<file path="config.mk">
export PLATFORM = sky130hd
export DESIGN_NAME = tile_row_fetcher
export DESIGN_NICKNAME = d
export VERILOG_FILES = /design/src/rtl/tpf_pkg.sv /design/src/rtl/tpf_addr_gen.sv /design/src/rtl/tpf_seq.sv /design/src/rtl/tpf_color.sv /design/src/rtl/tile_row_fetcher.sv
export SDC_FILE = /design/constraint.sdc
export NUM_CORES = 1
export LEC_CHECK = 0
export ABC_AREA = 1
export BUFFER_PORTS_ARGS = -buffer_cell sky130_fd_sc_hd__buf_2
export CELL_PAD_IN_SITES_DETAIL_PLACEMENT = 1
export CELL_PAD_IN_SITES_GLOBAL_PLACEMENT = 1
export CORE_MARGIN = 4
export CORE_UTILIZATION = 35
export CTS_BUF_LIST = sky130_fd_sc_hd__clkbuf_2 sky130_fd_sc_hd__clkbuf_4 sky130_fd_sc_hd__clkbuf_8
export CTS_CLUSTER_SIZE = 24
export DETAILED_ROUTE_END_ITERATION = 10
export PLACE_DENSITY = 0.79
export SYNTH_ARGS = -nofsm -noshare
export SYNTH_HDL_FRONTEND = slang
export SYNTH_SLANG_ARGS = --single-unit
</file>
<file path="constraint.sdc">
create_clock -name clk -period 7.88 [get_ports clk]
set_clock_uncertainty 0.15 [all_clocks]
set_input_delay 0.788 -clock clk [delete_from_list [all_inputs] [get_ports clk]]
set_output_delay 0.788 -clock clk [all_outputs]
set_load 0.02 [all_outputs]
</file>
<file path="src/rtl/tpf_pkg.sv">
package tpf_pkg;

  typedef enum logic [2:0] {
    S_IDLE,
    S_EHI,
    S_ELO,
    S_ENT,
    S_PAT,
    S_PXH,
    S_PXL
  } fetch_state_e;

  // log2 of plane width in cells; reserved code behaves as the narrowest
  function automatic logic [2:0] width_shift(input logic [1:0] code);
    unique case (code)
      2'b01:   width_shift = 3'd6;
      2'b11:   width_shift = 3'd7;
      default: width_shift = 3'd5;
    endcase
  endfunction

  // 12-bit colour word to 24-bit RGB, each 4-bit channel in the upper
  // half of its byte lane
  function automatic logic [23:0] widen_color(input logic [11:0] w);
    widen_color = {w[3:0], 4'h0, w[7:4], 4'h0, w[11:8], 4'h0};
  endfunction

endpackage

</file>
<file path="src/rtl/tpf_addr_gen.sv">
module tpf_addr_gen
  import tpf_pkg::*;
#(
  parameter int COORD_W = 7,
  parameter int VA_W    = 16
) (
  input  logic               plane_b,
  input  logic [7:0]         base_a,
  input  logic [7:0]         base_b,
  input  logic [1:0]         width_code,
  input  logic [COORD_W-1:0] col,
  input  logic [COORD_W-1:0] row,
  output logic [VA_W-1:0]    entry_addr
);

  localparam int SHIFT_A = 10;
  localparam int SHIFT_B = 13;

  logic [VA_W-1:0] base;
  logic [VA_W-1:0] row_term;
  logic [VA_W-1:0] cell_off;

  always_comb begin
    if (plane_b) base = VA_W'({base_b, {SHIFT_B{1'b0}}});
    else         base = VA_W'({base_a, {SHIFT_A{1'b0}}});
    row_term   = VA_W'(row) << width_shift(width_code);
    cell_off   = (VA_W'(col) + row_term) << 1;
    entry_addr = base + cell_off;
  end

endmodule

</file>
<file path="src/rtl/tpf_seq.sv">
module tpf_seq
  import tpf_pkg::*;
#(
  parameter int VA_W = 16,
  parameter int CA_W = 7
) (
  input  logic            clk,
  input  logic            rst_n,
  input  logic            accept,
  input  logic [VA_W-1:0] entry_addr,
  input  logic [2:0]      row,
  input  logic [7:0]      vram_data,
  output logic            vram_rd,
  output logic [VA_W-1:0] vram_addr,
  output logic            cram_rd,
  output logic [CA_W-1:0] cram_addr,
  output logic            busy
);

  localparam logic [1:0] LAST_BYTE = 2'd3;

  fetch_state_e state_q, state_d;
  logic [1:0]   pal_q;
  logic [10:0]  tile_q;
  logic [7:0]   byte_q;
  logic [1:0]   idx_q;
  logic         hi_en, lo_en, byte_en, idx_clr, idx_inc;
  logic [1:0]   rd_idx;
  logic         unused_entry_bits;

  assign unused_entry_bits = ^{vram_data[7], vram_data[4:3]};
  assign busy = (state_q != S_IDLE);

  always_comb begin
    state_d   = state_q;
    vram_rd   = 1'b0;
    vram_addr = '0;
    cram_rd   = 1'b0;
    cram_addr = '0;
    hi_en     = 1'b0;
    lo_en     = 1'b0;
    byte_en   = 1'b0;
    idx_clr   = 1'b0;
    idx_inc   = 1'b0;
    rd_idx    = idx_q;
    unique case (state_q)
      S_IDLE: begin
        if (accept) begin
          idx_clr = 1'b1;
          state_d = S_EHI;
        end
      end
      S_EHI: begin
        vram_rd   = 1'b1;
        vram_addr = entry_addr;
        state_d   = S_ELO;
      end
      S_ELO: begin
        vram_rd   = 1'b1;
        vram_addr = entry_addr + VA_W'(1);
        hi_en     = 1'b1;
        state_d   = S_ENT;
      end
      S_ENT: begin
        lo_en   = 1'b1;
        state_d = S_PAT;
      end
      S_PAT: begin
        vram_rd   = 1'b1;
        vram_addr = VA_W'({tile_q, row, rd_idx});
        state_d   = S_PXH;
      end
      S_PXH: begin
        byte_en   = 1'b1;
        cram_rd   = 1'b1;
        cram_addr = CA_W'({pal_q, vram_data[7:4], 1'b0});
        state_d   = S_PXL;
      end
      S_PXL: begin
        cram_rd   = 1'b1;
        cram_addr = CA_W'({pal_q, byte_q[3:0], 1'b0});
        idx_inc   = 1'b1;
        if (idx_q == LAST_BYTE) begin
          state_d = S_IDLE;
        end else begin
          rd_idx    = idx_q + 2'd1;
          vram_rd   = 1'b1;
          vram_addr = VA_W'({tile_q, row, rd_idx});
          state_d   = S_PXH;
        end
      end
      default: state_d = S_IDLE;
    endcase
  end

  always_ff @(posedge clk or negedge rst_n) begin
    if (!rst_n) begin
      state_q <= S_IDLE;
      idx_q   <= 2'd0;
    end else begin
      state_q <= state_d;
      if (idx_clr)      idx_q <= 2'd0;
      else if (idx_inc) idx_q <= idx_q + 2'd1;
    end
  end

  always_ff @(posedge clk) begin
    if (hi_en) begin
      pal_q         <= vram_data[6:5];
      tile_q[10:8]  <= vram_data[2:0];
    end
    if (lo_en)   tile_q[7:0] <= vram_data;
    if (byte_en) byte_q      <= vram_data;
  end

  // low entry byte is read at the address right after the high byte
  a_r2_entry_pair: assert property (@(posedge clk) disable iff (!rst_n)
    (state_q == S_ELO) |-> (vram_rd && vram_addr == $past(vram_addr) + VA_W'(1)));

  // successive pattern reads step by one byte, two cycles apart
  a_r4_pattern_step: assert property (@(posedge clk) disable iff (!rst_n)
    (state_q == S_PXL && vram_rd) |-> (vram_addr == $past(vram_addr, 2) + VA_W'(1)));

endmodule

</file>
<file path="src/rtl/tpf_color.sv">
module tpf_color
  import tpf_pkg::*;
(
  input  logic        clk,
  input  logic        rst_n,
  input  logic        cram_rd,
  input  logic [15:0] cram_data,
  output logic        pix_valid,
  output logic [23:0] pix_rgb
);

  logic        pend_q;
  logic        vld_q;
  logic [23:0] rgb_q;
  logic        unused_cram_top;

  assign unused_cram_top = ^cram_data[15:12];
  assign pix_valid = vld_q;
  assign pix_rgb   = rgb_q;

  always_ff @(posedge clk or negedge rst_n) begin
    if (!rst_n) begin
      pend_q <= 1'b0;
      vld_q  <= 1'b0;
    end else begin
      pend_q <= cram_rd;
      vld_q  <= pend_q;
    end
  end

  always_ff @(posedge clk) begin
    if (pend_q) rgb_q <= widen_color(cram_data[11:0]);
  end

  // every pixel traces back to a colour read two cycles earlier
  a_r10_pix_after_read: assert property (@(posedge clk) disable iff (!rst_n)
    pix_valid |-> $past(cram_rd, 2));

  // pixels leave in pairs, one pair per pattern byte
  a_r5_pixel_pairs: assert property (@(posedge clk) disable iff (!rst_n)
    (pix_valid && !$past(pix_valid)) |=> pix_valid);

endmodule

</file>
<file path="src/rtl/tile_row_fetcher.sv">
module tile_row_fetcher
  import tpf_pkg::*;
#(
  parameter int COORD_W  = 7,
  parameter int VA_W     = 16,
  parameter int H_NARROW = 32,
  parameter int H_WIDE   = 40,
  parameter int V_SHORT  = 28,
  parameter int V_TALL   = 30
) (
  input  logic               clk,
  input  logic               rst_n,
  input  logic               start,
  input  logic               plane_b,
  input  logic [COORD_W-1:0] cell_x,
  input  logic [COORD_W-1:0] cell_y,
  input  logic [2:0]         cell_row,
  input  logic [7:0]         cfg_base_a,
  input  logic [7:0]         cfg_base_b,
  input  logic [1:0]         cfg_width_code,
  input  logic               cfg_h40,
  input  logic               cfg_v30,
  output logic               vram_rd,
  output logic [VA_W-1:0]    vram_addr,
  input  logic [7:0]         vram_data,
  output logic               cram_rd,
  output logic [6:0]         cram_addr,
  input  logic [15:0]        cram_data,
  output logic               busy,
  output logic               pix_valid,
  output logic [23:0]        pix_rgb
);

  localparam int CA_W = 7;
  localparam logic [COORD_W-1:0] LIM_HN = COORD_W'(H_NARROW);
  localparam logic [COORD_W-1:0] LIM_HW = COORD_W'(H_WIDE);
  localparam logic [COORD_W-1:0] LIM_VS = COORD_W'(V_SHORT);
  localparam logic [COORD_W-1:0] LIM_VT = COORD_W'(V_TALL);

  // reset: asserted asynchronously, released on a clock edge
  logic rst_meta_q, rst_core_n;
  always_ff @(posedge clk or negedge rst_n) begin
    if (!rst_n) begin
      rst_meta_q <= 1'b0;
      rst_core_n <= 1'b0;
    end else begin
      rst_meta_q <= 1'b1;
      rst_core_n <= rst_meta_q;
    end
  end

  logic               visible, accept;
  logic               plane_q;
  logic [COORD_W-1:0] x_q, y_q;
  logic [2:0]         row_q;
  logic [7:0]         ba_q, bb_q;
  logic [1:0]         wc_q;
  logic [VA_W-1:0]    entry_addr;

  always_comb begin
    visible = (cell_x < (cfg_h40 ? LIM_HW : LIM_HN)) &&
              (cell_y < (cfg_v30 ? LIM_VT : LIM_VS));
    accept  = start && visible && !busy;
  end

  always_ff @(posedge clk or negedge rst_core_n) begin
    if (!rst_core_n) begin
      plane_q <= 1'b0;
      x_q     <= '0;
      y_q     <= '0;
      row_q   <= '0;
      ba_q    <= '0;
      bb_q    <= '0;
      wc_q    <= '0;
    end else if (accept) begin
      plane_q <= plane_b;
      x_q     <= cell_x;
      y_q     <= cell_y;
      row_q   <= cell_row;
      ba_q    <= cfg_base_a;
      bb_q    <= cfg_base_b;
      wc_q    <= cfg_width_code;
    end
  end

  tpf_addr_gen #(.COORD_W(COORD_W), .VA_W(VA_W)) i_addr (
    .plane_b    (plane_q),
    .base_a     (ba_q),
    .base_b     (bb_q),
    .width_code (wc_q),
    .col        (x_q),
    .row        (y_q),
    .entry_addr (entry_addr)
  );

  tpf_seq #(.VA_W(VA_W), .CA_W(CA_W)) i_seq (
    .clk        (clk),
    .rst_n      (rst_core_n),
    .accept     (accept),
    .entry_addr (entry_addr),
    .row        (row_q),
    .vram_data  (vram_data),
    .vram_rd    (vram_rd),
    .vram_addr  (vram_addr),
    .cram_rd    (cram_rd),
    .cram_addr  (cram_addr),
    .busy       (busy)
  );

  tpf_color i_color (
    .clk       (clk),
    .rst_n     (rst_core_n),
    .cram_rd   (cram_rd),
    .cram_data (cram_data),
    .pix_valid (pix_valid),
    .pix_rgb   (pix_rgb)
  );

  // a start outside the visible area leaves the block idle
  a_r8_hidden_dropped: assert property (@(posedge clk) disable iff (!rst_core_n)
    (start && !busy && !visible) |=> !busy);

  // the latched request cannot change while a fetch runs
  a_r9_request_held: assert property (@(posedge clk) disable iff (!rst_core_n)
    busy |=> ($stable(x_q) && $stable(y_q) && $stable(row_q) && $stable(plane_q)));

endmodule

</file>
* Word-level counts from Yosys, hierarchy flattened
Index checks and enable logic that the tools add are counted.
** Cells by class
- Order comparisons :: 2
- Mux-type cells :: 21
- Equality and inequality tests :: 10
- $add $sub $neg :: 4
- Shift-type cells :: 1
- Reductions and logical operators :: 9
** Operators by type and width (number)
- 16-bit case mux with 4 select lines :: 1
- 16-bit 2-to-1 mux :: 2
- 3-bit case mux with 7 select lines :: 1
- 16-bit by 1-bit adder with 16-bit output (second input constant) :: 1
- 16-bit adder :: 1
- 7-bit by 15-bit adder with 15-bit output :: 1
- 7-bit by 3-bit left shift with 15-bit output :: 1
- 7-bit case mux with 2 select lines :: 1
- 3-bit == test (second input constant) :: 3
- 1-bit 2-to-1 mux :: 8
- 7-bit by 5-bit < comparator with 1-bit output :: 1
- 7-bit by 6-bit < comparator with 1-bit output :: 1
- 3-bit by 2-bit == test with 1-bit output (second input constant) :: 2
- 2-bit 2-to-1 mux :: 3
- 3-bit 2-to-1 mux :: 2
- 2-bit == test (second input constant) :: 2
- 4-bit 2-to-1 mux :: 1
- 2-bit case mux with 2 select lines :: 1
- 3-bit by 1-bit == test with 1-bit output (second input constant) :: 1
- 1-bit logical AND :: 3
- 3-bit zero test :: 1
- 3-bit nonzero test :: 1
- 3-bit OR reduction :: 1
- 2-bit by 1-bit adder with 2-bit output (second input constant) :: 1
- 6 further kinds :: 6
** Word-level totals
- Output and inout port bits :: 51
- Flip-flop bits (word level) :: 67

* Longest topological paths before layout
Gate-level depths: netlist of run 1.
- Depth in word-level cells :: 8
- Gate-level depth with buffers :: 25
- Depth with buffers taken out :: 25

* By module
Synthesis of run 1 repeated with hierarchy kept, for this count alone.
** Second synthesis, totals
- Cells, all modules :: 565
- Area, all modules :: 4586.9 um^2
** By module, submodules not included
- tile_row_fetcher :: sequential area each 950.9 um^2, area an instance 1606.5 um^2, instances 1, cells each 173
- tpf_seq :: sequential area each 635.6 um^2, area an instance 1589.0 um^2, instances 1, cells each 222
- tpf_addr_gen :: sequential area each 0.0 um^2, area an instance 887.1 um^2, instances 1, cells each 143
- tpf_color :: sequential area each 410.4 um^2, area an instance 504.2 um^2, instances 1, cells each 27

* Worst setup path before layout of run 1
OpenSTA, ideal clock, no wires.
- Path kind :: reg2out
- Start point :: reg wc_q[1]
- End point :: out vram_addr[15]
- Arrival time :: 2872 ps
- Slack :: 4070 ps
- Cell stages (with the launch flop) :: 25
- Data required time :: 6942 ps
- Cell sequence :: dfrtp_1 > inv_2 > nand3_1 > nand2_1 > nand2_1 > fa_1 > inv_1 > nand2_1 > nand2_1 > inv_1 > nor2_4 > nand3_1 > xnor2_1 > inv_1 > ha_1 > nand2_1 > nor2_1 > nand2_1 > nand3_1 > nand2_1 > nand2_1 > inv_1 > nand3_1 > nand3_1 > nand2_1
** Between the ends
- Longest elaborated chain between the ends :: 7
- Elaborated cells on any way between the ends :: 8
- Those cells by class :: add/sub: 3; eq/ne: 2; shift: 1; mux: 2
** Ends and longest elaborated chain
- from (decl) :: line tile_row_fetcher.sv:57 : logic [1:0] wc_q;
- from (signal assigned) :: line tile_row_fetcher.sv:82 : wc_q <= cfg_width_code;
- 2-bit == test or 2-bit by 1-bit == test with 1-bit output (tied branches) :: line tpf_pkg.sv:15 : unique case (code)
- 2-bit case mux with 2 select lines (*) :: line tpf_pkg.sv:15
- 7-bit by 3-bit left shift with 15-bit output (*) :: line tpf_addr_gen.sv:26 : row_term = VA_W'(row) << width_shift(width_code);
- 7-bit by 15-bit adder with 15-bit output (*) :: line tpf_addr_gen.sv:27 : cell_off = (VA_W'(col) + row_term) << 1;
- 16-bit adder (*) :: line tpf_addr_gen.sv:28 : entry_addr = base + cell_off;
- 16-bit by 1-bit adder with 16-bit output :: line tpf_seq.sv:60 : vram_addr = entry_addr + VA_W'(1);
- 16-bit case mux with 4 select lines (*) :: line tpf_seq.sv:46 : unique case (state_q)
- to (decl) :: line tile_row_fetcher.sv:24 : output logic [VA_W-1:0] vram_addr,
Mark *: on every way between the ends. The rest lies on a longest branch, timed or not.

* Worst setup path in the final report of run 1
- Start point :: reg wc_q[0]
- End point :: out vram_addr[15]
The elaborated chain is that of the path after synthesis.

==> results.cfg, run 1 <==
[outcome]
status = finished, final reports clean

[timing]
slew_headroom_pct = 14.12
final_max_slew_viol_count = 0
clock.fmax_mhz = 205.2
setup_tns_ns = 0
worst_slack_ns = 3.007
fin_crit_ns = 4.873
setup_viol_count_final = 0
hold_viol = 0
whs_ns = 0.06260
final.period_utilization_pct = 61.84
rsz0062_at_grt = no
tightest_slew_ns = 1.278

[critical_path]
cpMostUsedCell = nand2_1
cpMaxStageDelayCell = dfrtp_1
crit_buf_inv = 5
crit_family = simple AND/OR/NAND/NOR gates
r2r-end = x_q[5]$_DFFE_PN0P_
worstPathCellList = nand3_1 -> nand2_1 -> nand2_1 -> fa_1 -> inv_1 -> nand2_1 -> nand2_1 -> inv_1 -> nor2_4 -> nand3_1 -> xnor2_1 -> inv_1 -> ha_1 -> nand2_1 -> nor2_1 -> nand2_1 -> nand3_1 -> nand2_1 -> nand2_1 -> inv_1 -> nand3_1 -> nand3_1 -> nand2_1 -> buf_2
required_ns = 6.94
timing.rr.start = i_seq.state_q[1]$_DFFE_PN0P_
start_kind = flop
cp.arrival_ns = 3.94
endpoint_kind = output pin
critPathMaxFanout = 16
max_stage_delay_ns = 0.63
cp_num_cells = 24
r2r_cells = 7
critPathKind = flop to output pin
ff2ff_setup_slack_ns = 4.74

[global_route]
grt_first_pass_wirelength_um = 15490
grt_max_degree = 39
antenna_found_initial = 0
grt_usage_pct = 17.32
globalRouteOverflowTotal = 0
first_global_vias = 3157

[clock_network]
ctsLongestPathBuffers = 2
root_buffer = clkbuf_8
cts_max_level = 3
insertion_delay_ns = 0.34
cts_buffers = 9
clk_pin_slew_ns = 0.08
cts_sinks = 67
cts_tree = done
post_cts.repair.setup_buffers = 0
cts_resized = 0
cts_hold_buf = 0

[logic_synthesis]
syn_area_per_cell_um2 = 8.928
synth_xor_area_share_pct = 1.254
ys_top_cells_by_area = dfrtp_1 27%, edfxtp_1 25%, nand2_1 13%, inv_1 5.2%, nand3_1 4.2%
synthMuxAreaShare_pct = 0
synth-seq-cells = 67
synthAdderAreaFrac_pct = 4.373
synth_top_family_by_area = simple AND/OR/NAND/NOR gates
synth_compound_gate_area_share_pct = 8.029
synth.largest_area_cell = dfrtp_1
netlist_instances = 391
syn_area_um2 = 3491
ys_warn_count = 0
synthSimpleGateAreaFrac_pct = 23.30
synth_cell_type_count = 33
synth.yosys.seq_area_share_pct = 52.19
synth_top_area_share_pct = 27.24

[die]
dieArea_um2 = 11640
initial_core_util_pct = 35.88
pin_count = 116
rows = 36
coreArea_um2 = 9729
die_width_um = 107.9
die_height_um = 107.9

[run]
max_cap_violations = 0

[hold_path]
worst_hold_path_type = primary input to async pin

[pwr]
power_mw = 1.899
ir_drop_mv = 0.2492
leakage_nw = 2.182
pwr_density_cell_nw_per_um2 = 445.4

[place]
placed_area_um2 = 3999
gp_congestion = 0.8295
numPortBuffers = 91
dp_cells = 606
dpl.hpwl_um = 7172
post-place-ws_ns = 3.396

[routing]
ant_nets = 0
viasPerCell = 4.659
drt_iter0_drc = 135
dr.pass1.iters = 4
wl_per_cell_um = 15.39
drc = 0
drt_wl_total_um = 9571
vias = 2898

[layout]
final_core_util_pct = 43.81
diodes = 0
final_common_cell = nand2_1
drive_gt1_share_pct = 25.56
finalInstanceArea_um2 = 4263
area_growth_pct = 22.11
nets = 560
fillers = 1206
layout_common_cells = 119 x nand2_1, 91 x buf_2, 48 x inv_1
instances_no_fill = 622
==> registers in the layout, indices dropped and copies added (netlist names) <==
register / flops
ba_q: 6
i_seq.idx_q: 2
i_color.pix_rgb: 12
rst_meta_q: 1
rst_core_n: 1
i_color.pend_q: 1
i_seq.state_q: 3
plane_q: 1
i_seq.tile_q: 11
i_seq.pal_q: 2
bb_q: 3
x_q: 7
i_color.pix_valid: 1
row_q: 3
wc_q: 2
i_seq.byte_q: 4
y_q: 7
==> worst max-delay path by stage <==
| stage | from | slack [ns] | end |
|---|---|---|---|
| after global placement | wc_q[0]$_DFFE_PN0P_ | 3.56 | vram_addr[15] |
| final | wc_q[0]$_DFFE_PN0P_ | 3.01 | vram_addr[15] |
| after global routing | wc_q[0]$_DFFE_PN0P_ | 2.52 | vram_addr[15] |
| after detailed placement | wc_q[0]$_DFFE_PN0P_ | 3.40 | vram_addr[15] |
| after CTS | wc_q[0]$_DFFE_PN0P_ | 2.97 | vram_addr[15] |
| after floorplan | wc_q[1]$_DFFE_PN0P_ | 4.07 | vram_addr[15] |
==> synth_stat cells <==
cell type	number
a221o_1	1
buf_6	2
nor3_2	1
o21ai_1	2
inv_2	4
o21ai_2	2
nand2_1	119
buf_4	17
inv_1	48
a32o_1	1
nor2_1	22
nor2_2	2
nor2_4	4
ha_1	9
o21ai_4	1
nor3_1	4
dfrtp_1	38
a21oi_1	7
or2_2	2
o21ai_0	18
edfxtp_1	29
fa_1	2
xor2_1	3
o22ai_1	1
nand3_1	29
buf_2	4
a22o_1	9
a31oi_1	1
inv_4	1
conb_1	2
xnor2_1	2
nor2_8	1
nand4_1	3
==> per-layer routing <==
layer / GRT usage, % / vias to the layer above / part of all wire [%]
li1: - / 1417 / -
met1: 20.53 / 1411 / 42
met2: 30.73 / 58 / 52
met3: 4.019 / 12 / 4.6
met4: 5.771 / 0 / 1.6
met5: 0 / - / 0
==> cell families after synthesis <==
group	count (synthesis)
simple gates	187
buf+inv	76
flops	67
compound gates	43
fa+ha+maj	11
xor+xnor	5
other cells	2
==> power by group <==
part	switching [mW]	leakage (nW)	internal, mW
Sequential	0.0880	0.730	0.488
Combinational	0.635	1.33	0.309
Clock	0.137	0.127	0.242
==> area by class of cell <==
type / count / area (um2) / share of cell area [%]
clock buffers: 9 / 123.9 / 2.906
multi-input cells: 261 / 1346 / 31.58
well taps: 133 / 166.4 / 3.904
repair buffers: 92 / 462.9 / 10.86
clock inverters: 7 / 140.1 / 3.287
inverters: 53 / 201.4 / 4.726
flip-flops and latches: 67 / 1822 / 42.74
No activity file was read; power rests on OpenSTA's default activity.
==> inputs of run 2 (changes only) <==
- PLACE_DENSITY: 0.79 -> 0.82
- clock period: 7.88 -> 4.1 ns (I/O delays scaled with it)
==> run 2 against run 1 <==
  * Worst setup slack worse by 2.9 ns
  * Count of clock-buffer cells in the layout up 1
  * Non-clock buffer count rose by 14
  * Clock power up 63%
  * Sequential share of layout area decreased by 1.9 points
  * First-iteration DRC count grew 10%
  * Register-to-register slack worse by 2.5 ns
  * Global-route usage decreased by 0.43 points
  * Critical path type unchanged
==> results.cfg, run 2 (synthesis gave the netlist of run 1 again) <==
[global_route]
grt_max_degree = 39
first_global_vias = 3081
grt_first_pass_wirelength_um = 15060
globalRouteOverflowTotal = 0
grt_usage_pct = 16.89
antenna_found_initial = 0

[critical_path]
required_ns = 3.54
cp.arrival_ns = 3.44
endpoint_kind = output pin
start_kind = flop
crit_start = wc_q[0]$_DFFE_PN0P_
critPathKind = flop to output pin
timing.rr.start = i_seq.state_q[1]$_DFFE_PN0P_
critPathMaxFanout = 4

[die]
coreArea_um2 = 9729
initial_core_util_pct = 35.88
dieArea_um2 = 11640
die_height_um = 107.9
pin_count = 116
rows = 36
die_width_um = 107.9

[hold_path]
worst_hold_path_type = primary input to flop
min_from = cram_data[1]

[layout]
largest_reg_flops = 12
finalInstanceArea_um2 = 4468
nets = 574
drive_gt1_share_pct = 34.19
fillers = 1196
area_growth_pct = 27.99
diodes = 0
final_core_util_pct = 45.92
layout_common_cells = 108 x nand2_1, 89 x buf_2, 43 x inv_1
final_common_cell = nand2_1

[clock_network]
cts_max_level = 3
root_buffer = clkbuf_8
cts_buffers = 9
cts_tree = done
cts_sinks = 67
ctsLongestPathBuffers = 2
clk_pin_slew_ns = 0.08
insertion_delay_ns = 0.35

[place]
dpl.hpwl_um = 6993
gp_congestion = 0.8121
placed_area_um2 = 4029
numPortBuffers = 91

[routing]
dr.pass1.iters = 4
drt_iter0_drc = 149
drt_wl_total_um = 10130
drc = 0
ant_nets = 0
wl_per_cell_um = 15.93
vias = 3011
viasPerCell = 4.734

[timing]
final_max_slew_viol_count = 0
fin_crit_ns = 4.000
setup_viol_count_final = 0
final.period_utilization_pct = 97.55
hold_viol = 0
setup_tns_ns = 0
tightest_slew_ns = 0.6462
slew_headroom_pct = 56.68
clock.fmax_mhz = 250.0

[pwr]
pwr_density_cell_nw_per_um2 = 858.1
ir_drop_mv = 0.2764
leakage_nw = 2.250

[outcome]
status = finished, final reports clean

[run]
max_cap_violations = 0
run 2: cell count changes in the layout (fill, tap and decap cells not counted), moves of 5 or more:
cell,previous run,this run
buf_4,1,15
nand2_2,0,10
inv_2,4,9
nand3_1,29,23
nand2_1,119,108
nand3_2,0,6
inv_1,48,43
run 2: worst paths after layout:
kind                                            endpoint  slack [ns]  cells past startpoint
max                                        vram_addr[15]        0.10                     24
min                        i_color.pix_rgb[21]$_DFFE_PP_        0.08                      1
max reg2reg                           y_q[4]$_DFFE_PN0P_        2.26                      8
min reg2reg                 i_seq.state_q[2]$_DFFE_PN0P_        0.15                      1
max in group asynchronous            wc_q[0]$_DFFE_PN0P_        3.24                      1
min in group asynchronous   i_seq.state_q[2]$_DFFE_PN0P_        0.15                      1
run 2: power breakdown:
part	switching (mW)	leakage, nW	internal (mW)
combinational	1.38	1.41	0.749
sequential	0.149	0.729	0.938
clock	0.268	0.110	0.350
total	1.80	2.25	2.04
run 2: critical path: stages (launching register included):
cell and delay, ns:
dfrtp_2 0.45, nand2_2 0.10, nand2_2 0.08, nand2_2 0.11, nand2_4 0.06, fa_2 0.35, inv_2 0.07, nand2_2 0.05
nand2_2 0.08, inv_1 0.07, nor2_4 0.15, nand3_2 0.10, xnor2_2 0.19, inv_2 0.07, ha_4 0.27, nand2_1 0.05
nor2_1 0.09, nand2_1 0.08, nand4_1 0.11, nand2_2 0.09, inv_1 0.08, nand3_2 0.09, nand3_2 0.10, nand2_2 0.07
buf_6 0.13
run 2: per-stage QoR:
step                      instances  setup slack, ns  hold slack (ns)  power (mW)
after floorplan                 404           0.6676         -0.03559       2.405
after global placement          610           0.3008          0.04573       2.848
after detailed placement        610          0.08726          0.04866       2.930
after CTS                       632          0.01002          0.06650       3.643
after global routing            636          -0.1596          0.05999       4.132
final                           636           0.1005          0.08269       3.834
run 2: timing repair:
action                                 CTS  global route
setup endpoints to repair                3             4
buffers inserted                         5             3
endpoints found under the hold margin    2             0
resized for setup                        7            34
gates cloned                             0             0
pin swaps                                3            14
hold buffers                             1             0
run 2: metal layers:
layer	routed length (um)	vias to the layer above	GRT usage [%]
li1	-	1445	-
met1	4069	1453	20.34
met2	5339	103	28.77
met3	578	10	4.199
met4	146	0	6.853
met5	0	-	0
run 2: final cells by class:
type | count | area, um2 | share of cell area, %
flip-flops and latches | 67 | 1823 | 40.80
multi-input cells | 261 | 1476 | 33.04
repair buffers | 106 | 579.3 | 12.97
inverters | 53 | 201.4 | 4.509
well taps | 133 | 166.4 | 3.724
clock buffers | 10 | 131.4 | 2.940
clock inverters | 6 | 90.09 | 2.016
==> inputs of run 3 (changes only) <==
- REMOVE_ABC_BUFFERS: default -> 1
==> run 3 against run 2 <==
  * Power up 3.5%
  * Sequential cell count unchanged
  * Combinational power up 6%
  * Critical endpoint is now vram_addr[14]
  * Core utilization up 1.2 points
==> results.cfg, run 3 (synthesis gave the netlist of run 1 again) <==
[die]
pin_count = 116
initial_core_util_pct = 35.88
rows = 36
die_height_um = 107.9
coreArea_um2 = 9729
dieArea_um2 = 11640
die_width_um = 107.9

[critical_path]
cpMaxStageDelayCell = dfrtp_2
endpoint_kind = output pin
r2r_cells = 2
start_kind = flop
critPathMaxFanout = 5
cpMostUsedCell = nand2_2
cp.arrival_ns = 3.41
cp_num_cells = 22
worstPathCellList = buf_6 -> nand3_1 -> o21ai_1 -> ha_1 -> buf_6 -> nand2_2 -> nand2_2 -> inv_2 -> nor2_4 -> nand3_2 -> xnor2_2 -> buf_4 -> fa_2 -> inv_2 -> nand2_2 -> nand2_1 -> a21oi_1 -> inv_1 -> a21oi_1 -> o21ai_0 -> nand2_1 -> buf_4
required_ns = 3.54
crit_family = buffers and inverters
critPathKind = flop to output pin
max_stage_delay_ns = 0.45
crit_buf_inv = 7

[timing]
slew_headroom_pct = 19.10
setup_tns_ns = 0
clock.fmax_mhz = 252.0
hold_viol = 0
tightest_slew_ns = 1.204
final.period_utilization_pct = 96.80
final_max_slew_viol_count = 0
setup_viol_count_final = 0
worst_slack_ns = 0.1310
fin_crit_ns = 3.969

[global_route]
first_global_vias = 3213
globalRouteOverflowTotal = 0
grt_max_degree = 39
grt_usage_pct = 16.85
antenna_found_initial = 0
grt_util_met1_pct = 19.96
met2_usage_pct = 29.09
gr-max-usage-layer = met2
grt_first_pass_wirelength_um = 15340
use_met3_pct = 5.459

[routing]
dr.pass1.iters = 4
drt_iter0_drc = 184
vias = 3010
drc = 0
viasPerCell = 4.645
ant_nets = 0
wl_per_cell_um = 15.07
drt_wl_total_um = 9766

[place]
numPortBuffers = 91
gp_congestion = 0.8287
post-place-ws_ns = -0.03809
dpl.hpwl_um = 6926

[pwr]
ir_drop_mv = 0.3394
leakage_nw = 2.326
pwr_density_cell_nw_per_um2 = 865.8

[layout]
area_growth_pct = 31.29
drive_gt1_share_pct = 35.92
nets = 586
diodes = 0
final_common_cell = nand2_1
largest_reg_flops = 12
layout_common_cells = 108 x nand2_1, 89 x buf_2, 43 x inv_1
fillers = 1189

[clock_network]
cts_tree = done
ctsLongestPathBuffers = 2
root_buffer = clkbuf_8
cts_max_level = 3
cts_sinks = 67
cts_buffers = 9
clk_pin_slew_ns = 0.07
insertion_delay_ns = 0.36

[outcome]
status = finished, final reports clean

[hold_path]
worst_hold_path_type = primary input to flop
holdPathStages = 1

[run]
max_cap_violations = 0
run 3: routing by layer:
metal	wire, um	up-vias
li1	-	1465
met1	3886	1444
met2	5116	90
met3	634	11
met4	129	0
met5	0	-
run 3: power by group:
group          leakage, nW  internal [mW]  switching, mW
clock network        0.114          0.346          0.279
registers            0.728          0.939          0.146
logic                 1.48          0.851           1.41
total                 2.33           2.14           1.83
run 3: final cells by class:
cell class / count / area [um2] / share of cell area, %
Tap cell: 133 / 166.4 / 3.631
Sequential cell: 67 / 1824 / 39.80
Inverter: 53 / 203.9 / 4.450
Clock buffer: 9 / 123.9 / 2.703
Timing Repair Buffer: 118 / 680.7 / 14.85
Multi-Input combinational cell: 261 / 1484 / 32.38
Clock inverter: 7 / 100.1 / 2.184
run 3: metrics by stage:
step	std cells	instance area [um2]	total power [mW]	util, %	hold WS, ns
5_1_grt	648	4583	4.302	47.11	0.06183
3_3_place_gp	609	4021	2.825	41.33	0.04508
4_1_cts	639	4380	3.702	45.02	0.06931
2_1_floorplan	381	3369	2.351	-	-0.03559
3_5_place_dp	609	4021	2.926	41.33	0.04625
6_report	648	4583	3.968	47.11	0.08162
run 3: what timing repair did:
item                                    4_1_cts  5_1_grt
buffers inserted                             13        9
hold endpoints to repair                      2        0
hold buffers                                  1        0
endpoints found under the setup margin        4        4
gates resized for setup                       9       37
pin swaps                                     4       16
run 3: worst paths after layout:
kind	start	to	slack, ns
worst max-delay path	wc_q[0]$_DFFE_PN0P_	vram_addr[14]	0.13
worst min-delay path	cram_data[10]	i_color.pix_rgb[6]$_DFFE_PP_	0.08
worst max register to register	i_seq.state_q[1]$_DFFE_PN0P_	i_seq.tile_q[5]$_DFFE_PN_	2.08
worst min register to register	rst_core_n$_DFF_PN0_	x_q[3]$_DFFE_PN0P_	0.15
max in group asynchronous	rst_core_n$_DFF_PN0_	wc_q[1]$_DFFE_PN0P_	3.28
min in group asynchronous	rst_core_n$_DFF_PN0_	x_q[3]$_DFFE_PN0P_	0.15
run 3: worst reg2reg max path, stage by stage, from the launching register on:
cell and delay, ns:
dfrtp_1 0.46, inv_2 0.08, nor3_1 0.95
